## config.mk

```make
export PLATFORM = sky130hd
export DESIGN_NAME = ccr_core
export DESIGN_NICKNAME = d
export VERILOG_FILES = /design/src/rtl/ccr_pkg.sv /design/src/rtl/ccr_flag_next.sv /design/src/rtl/ccr_pend_latch.sv /design/src/rtl/ccr_core.sv
export SDC_FILE = /design/constraint.sdc
export NUM_CORES = 1
export LEC_CHECK = 0
export BUFFER_PORTS_ARGS = -buffer_cell sky130_fd_sc_hd__buf_4
export CAP_MARGIN = 20
export CORE_UTILIZATION = 37
export CTS_CLUSTER_SIZE = 28
export DETAILED_ROUTE_END_ITERATION = 7
export PLACE_DENSITY = 0.87
export SYNTH_ARGS = -nofsm -noshare
export SYNTH_HDL_FRONTEND = slang
export SYNTH_SLANG_ARGS = --single-unit
```

## constraint.sdc

```tcl
create_clock -name clk -period 1.5 [get_ports clk]
set_clock_uncertainty 0.2 [all_clocks]
set_input_delay 0.075 -clock clk [delete_from_list [all_inputs] [get_ports clk]]
set_output_delay 0.075 -clock clk [all_outputs]
set_load 0.01 [all_outputs]
```

## src/rtl/ccr_pkg.sv

```systemverilog
package ccr_pkg;

    localparam int unsigned CCR_W  = 8;
    localparam int unsigned FLAG_W = 5;

    typedef enum logic [2:0] {
        OPC_NONE   = 3'd0,
        OPC_ADD    = 3'd1,
        OPC_ADC    = 3'd2,
        OPC_SUB    = 3'd3,
        OPC_LOGIC  = 3'd4,
        OPC_MOVE   = 3'd5,
        OPC_SHIFT  = 3'd6,
        OPC_BITTST = 3'd7
    } opc_e;

    // Field order is the byte layout of bits 4..0.
    typedef struct packed {
        logic h;
        logic m;
        logic n;
        logic z;
        logic c;
    } flags_t;

    localparam flags_t FLAGS_RST = '{h: 1'b0, m: 1'b1, n: 1'b0, z: 1'b0, c: 1'b0};

endpackage

```

## src/rtl/ccr_flag_next.sv

```systemverilog
module ccr_flag_next
    import ccr_pkg::*;
#(
    parameter int unsigned DATA_W = 8
) (
    input  flags_t              flags_q,
    input  logic [2:0]          op_class,
    input  logic [DATA_W-1:0]   alu_res,
    input  logic                alu_carry,
    input  logic                alu_hcarry,
    input  logic                set_c,
    input  logic                clr_c,
    input  logic                set_m,
    input  logic                clr_m,
    input  logic                entry,
    input  logic                load_en,
    input  logic [FLAG_W-1:0]   load_flags,
    output flags_t              flags_d
);

    localparam int unsigned SIGN_BIT = DATA_W - 1;

    opc_e opc;
    logic wr_h;
    logic wr_nz;
    logic wr_c;
    logic res_zero;

    always_comb begin
        opc = opc_e'(op_class);
        wr_h  = 1'b0;
        wr_nz = 1'b0;
        wr_c  = 1'b0;
        unique case (opc)
            OPC_ADD, OPC_ADC: begin wr_h = 1'b1; wr_nz = 1'b1; wr_c = 1'b1; end
            OPC_SUB:          begin wr_nz = 1'b1; wr_c = 1'b1; end
            OPC_LOGIC:        begin wr_nz = 1'b1; end
            OPC_MOVE:         begin wr_nz = 1'b1; end
            OPC_SHIFT:        begin wr_nz = 1'b1; wr_c = 1'b1; end
            OPC_BITTST:       begin wr_c = 1'b1; end
            default:          begin end
        endcase
    end

    assign res_zero = (alu_res == '0);

    always_comb begin
        flags_d = flags_q;
        if (load_en) begin
            flags_d = flags_t'(load_flags);
        end else begin
            if (wr_h) begin
                flags_d.h = alu_hcarry;
            end
            if (wr_nz) begin
                flags_d.n = alu_res[SIGN_BIT];
                flags_d.z = res_zero;
            end
            if (set_c) begin
                flags_d.c = 1'b1;
            end else if (clr_c) begin
                flags_d.c = 1'b0;
            end else if (wr_c) begin
                flags_d.c = alu_carry;
            end
            if (entry || set_m) begin
                flags_d.m = 1'b1;
            end else if (clr_m) begin
                flags_d.m = 1'b0;
            end
        end
    end

endmodule

```

## src/rtl/ccr_pend_latch.sv

```systemverilog
module ccr_pend_latch #(
    parameter int unsigned IRQ_LINES = 4
) (
    input  logic                 clk,
    input  logic                 rst_n,
    input  logic [IRQ_LINES-1:0] irq_req,
    input  logic [IRQ_LINES-1:0] irq_ack,
    input  logic                 trap_req,
    input  logic                 trap_ack,
    input  logic                 mask,
    output logic [IRQ_LINES-1:0] irq_o,
    output logic                 trap_o
);

    typedef struct packed {
        logic [IRQ_LINES-1:0] pend;
        logic                 trap;
    } pend_t;

    pend_t st_d;
    pend_t st_q;
    logic [IRQ_LINES-1:0] pend_nxt;

    for (genvar gi = 0; gi < IRQ_LINES; gi++) begin : g_line
        // A request in the acknowledge cycle keeps the line pending.
        assign pend_nxt[gi] = irq_req[gi] | (st_q.pend[gi] & ~irq_ack[gi]);
        assign irq_o[gi]    = st_q.pend[gi] & ~mask;
    end

    always_comb begin
        st_d      = st_q;
        st_d.pend = pend_nxt;
        st_d.trap = trap_req | (st_q.trap & ~trap_ack);
    end

    always_ff @(posedge clk or negedge rst_n) begin
        if (!rst_n) begin
            st_q <= '0;
        end else begin
            st_q <= st_d;
        end
    end

    assign trap_o = st_q.trap;

endmodule

```

## src/rtl/ccr_core.sv

```systemverilog
module ccr_core
    import ccr_pkg::*;
#(
    parameter int unsigned IRQ_LINES = 4
) (
    input  logic                 clk,
    input  logic                 rst_n,
    input  logic [2:0]           op_class,
    input  logic [7:0]           alu_res,
    input  logic                 alu_carry,
    input  logic                 alu_hcarry,
    input  logic                 set_c,
    input  logic                 clr_c,
    input  logic                 set_m,
    input  logic                 clr_m,
    input  logic                 load_en,
    input  logic [7:0]           load_val,
    input  logic [IRQ_LINES-1:0] irq_req,
    input  logic [IRQ_LINES-1:0] irq_ack,
    input  logic                 trap_req,
    input  logic                 trap_ack,
    output logic [7:0]           ccr_o,
    output logic [IRQ_LINES-1:0] irq_o,
    output logic                 trap_o
);

    localparam int unsigned TOP_W = CCR_W - FLAG_W;

    typedef struct packed {
        flags_t flags;
    } ccr_state_t;

    ccr_state_t st_d;
    ccr_state_t st_q;
    flags_t     flags_nxt;
    logic       entry;
    logic       unused_top_bits;

    assign entry           = (|irq_ack) | trap_ack;
    assign unused_top_bits = &load_val[CCR_W-1:FLAG_W];

    ccr_flag_next #(
        .DATA_W (CCR_W)
    ) i_flag_next (
        .flags_q    (st_q.flags),
        .op_class   (op_class),
        .alu_res    (alu_res),
        .alu_carry  (alu_carry),
        .alu_hcarry (alu_hcarry),
        .set_c      (set_c),
        .clr_c      (clr_c),
        .set_m      (set_m),
        .clr_m      (clr_m),
        .entry      (entry),
        .load_en    (load_en),
        .load_flags (load_val[FLAG_W-1:0]),
        .flags_d    (flags_nxt)
    );

    always_comb begin
        st_d       = st_q;
        st_d.flags = flags_nxt;
    end

    always_ff @(posedge clk or negedge rst_n) begin
        if (!rst_n) begin
            st_q.flags <= FLAGS_RST;
        end else begin
            st_q <= st_d;
        end
    end

    ccr_pend_latch #(
        .IRQ_LINES (IRQ_LINES)
    ) i_pend_latch (
        .clk      (clk),
        .rst_n    (rst_n),
        .irq_req  (irq_req),
        .irq_ack  (irq_ack),
        .trap_req (trap_req),
        .trap_ack (trap_ack),
        .mask     (st_q.flags.m),
        .irq_o    (irq_o),
        .trap_o   (trap_o)
    );

    assign ccr_o = {{TOP_W{1'b1}}, st_q.flags};

endmodule

```

==> flow_summary.ini <==
[outcome]
status = finished with violations
violations = setup timing

[final_layout]
drive_gt1_share_pct = 37.3
fillers = 83
nets = 181
insertedDiodeCount = 0
synthToLayoutAreaGrowth_pct = 114
multi_input_area_um2 = 293
regArea_um2 = 251

[clock_tree]
cts_buffer_depth = 2
cts_tree = done
cts_sinks = 10
cts_buffers = 3
path_clk_slew_ps = 80
htree_levels = 1
post_cts_buffers = 0
clock-root-buffer = clkbuf_4
insertion_delay_ps = 280

[routing]
drtPass1Iterations = 4
viasPerCell = 5.41
routedWlPerCell_um = 17.1
ant_nets = 0
drc_errors = 0
via_count = 855
drt-initial-drc-count = 24
wl_mm = 2.71

[timing]
tns_ps = -22.3
hold_viol = 0
min_period_ps = 1520
setup_ws_ps = -17.4
fmax_mhz = 659
finalCritPeriodShare_pct = 101
rsz0062_at_grt = true
drv_slew = 0
holdWs_ps = 7.07
finalSetupViolCount = 2

[global_routing]
grt_usage_pct = 27.1
grt_max_degree = 11
grt_pass1_vias = 830
grt_overflow = 0
antenna_found_initial = 0
grt_pass1_wl_mm = 3.63

[power_and_ir_drop]
fin_total_pwr_uw = 800
p_leak_nw = 0.634
ir_drop_mv = 0.523
power_density_mw_per_mm2 = 618

[synthesis]
yosysUniqueCellTypes = 28
async_flop_share_pct = 100
yosys-top-cells-count = dfrtp_1, inv_1, a21o_1, nor2b_1
synth_edf_count = 0
synthTopCellsByArea = dfrtp_1, a21o_1, nor2b_1, buf_4, inv_1
synthFlopType = dfrtp_1
seq_area_frac_synth_pct = 41.5
netlist_area_um2 = 606
ys_seq_elements = 10
syn_avg_cell_area_um2 = 9.61
synth_top_cell_by_area = dfrtp_1
synth_top_area_share_pct = 37.2
synth_most_common_cell = dfrtp_1
syn_inst = 63
yosysWarnings = 0

[die]
fp.coreArea_mm2 = 0.00152
die_area_mm2 = 0.00180
die_w_um = 42.5
initial_core_util_pct = 39.7
die_y_um = 42.5
num_rows = 14
io_pins = 51

[setup_path]
required_ps = 1470
crit_path_max_fanout = 2
criticalPathCategory = input port to flip-flop
cp-start-kind = input port
cp.arrival_ps = 1490
worst_setup_path_end_kind = flip-flop

[min_path]
hp-class = input port to flip-flop

[placement]
numPortBuffers = 44
gp_congestion = 0.716
post-dp-hpwl_mm = 1.19

[job]
maxCapViolCount = 0
[critical path, cell delays in order]
cell,delay [ps]
dlygate4sd3_1,540
buf_4,140
nor4_1,320
o21ai_1,120
mux2_2,280
[per-layer routing]
layer  track usage [%]  vias to the layer above  part of all wire [%]
met1              29.5                      425                    39
met5                 0                        -                     0
met2              50.5                       43                    52
met4              13.8                        0                   4.4
met3              3.45                       14                   4.4
li1                  -                      373                     -
[logic make-up (layout without fill, tap and decap cells)]
group | Yosys count | in the layout | synth area share, %
AOI/OAI and AO/OA | 14 | 14 | 20.9
xor gates and xnor gates | 1 | 1 | 1.45
buffers and inverters | 13 | 90 | 11.8
DFF | 10 | 10 | 41.5
muxes | 1 | 1 | 1.86
other | 1 | 3 | 0.619
and+or+nand+nor | 23 | 23 | 21.9
[power breakdown]
part	switching (mW)	internal (mW)	total, mW	leakage, nW
Clock	0.117	0.103	0.221	0.0150
Combinational	0.103	0.171	0.274	0.507
Sequential	0.0143	0.291	0.305	0.112
Total	0.235	0.565	0.800	0.634
[per-stage QoR]
stage	util (%)	instances	area [um2]	worst slack, ps
after global placement	60.5	120	922	89.3
after detailed placement	60.5	120	922	57.8
after global routing	84.9	158	1290	-109
after floorplan	-	65	613	213
after CTS	78.7	149	1200	24.0
final	84.9	158	1290	-17.4
[final timing paths]
kind | from | to | cells after the start | slack [ps]
min | irq_ack[2] | ccr_o[3] | 4 | 7
max | clr_c | ccr_o[0] | 5 | -20
min in group asynchronous | rst_n | ccr_o[3] | 2 | 120
max reg2reg | ccr_o[2] | ccr_o[2] | 3 | 0
min reg2reg | i_pend_latch.trap_o | i_pend_latch.trap_o | 1 | 300
max in group asynchronous | rst_n | ccr_o[0] | 3 | 130
[sequential cells by signal, summed over array words and instances, names as in the netlist]
register	cells
ccr_o	5
i_pend_latch.st_q	4
i_pend_latch.trap_o	1
[timing repair]
action	in CTS	in global routing
hold buffers	25	12
resized for setup	0	2
endpoints found under the hold margin	20	4
setup endpoints to repair	0	5
[final cells by class]
cell class,count,share of cell area [%]
clock buffers,4,2.03
inverters,8,2.32
multi-input cells,42,22.6
flip-flops and latches,10,19.4
well taps,16,1.55
repair buffers,78,52.0
[cells in the final DEF, fill, tap and decap left out, types with 3 or more instances in the layout]
cell | synthesis | layout
nor2b_1 | 5 | 5
dfrtp_1 | 9 | 9
conb_1 | 1 | 3
clkbuf_4 | 0 | 3
nand2_1 | 3 | 3
dlygate4sd3_1 | 0 | 33
a21o_1 | 5 | 5
nand3_1 | 4 | 4
inv_1 | 8 | 8
buf_4 | 4 | 44
Note: power is estimated with default switching activity, not from simulation.
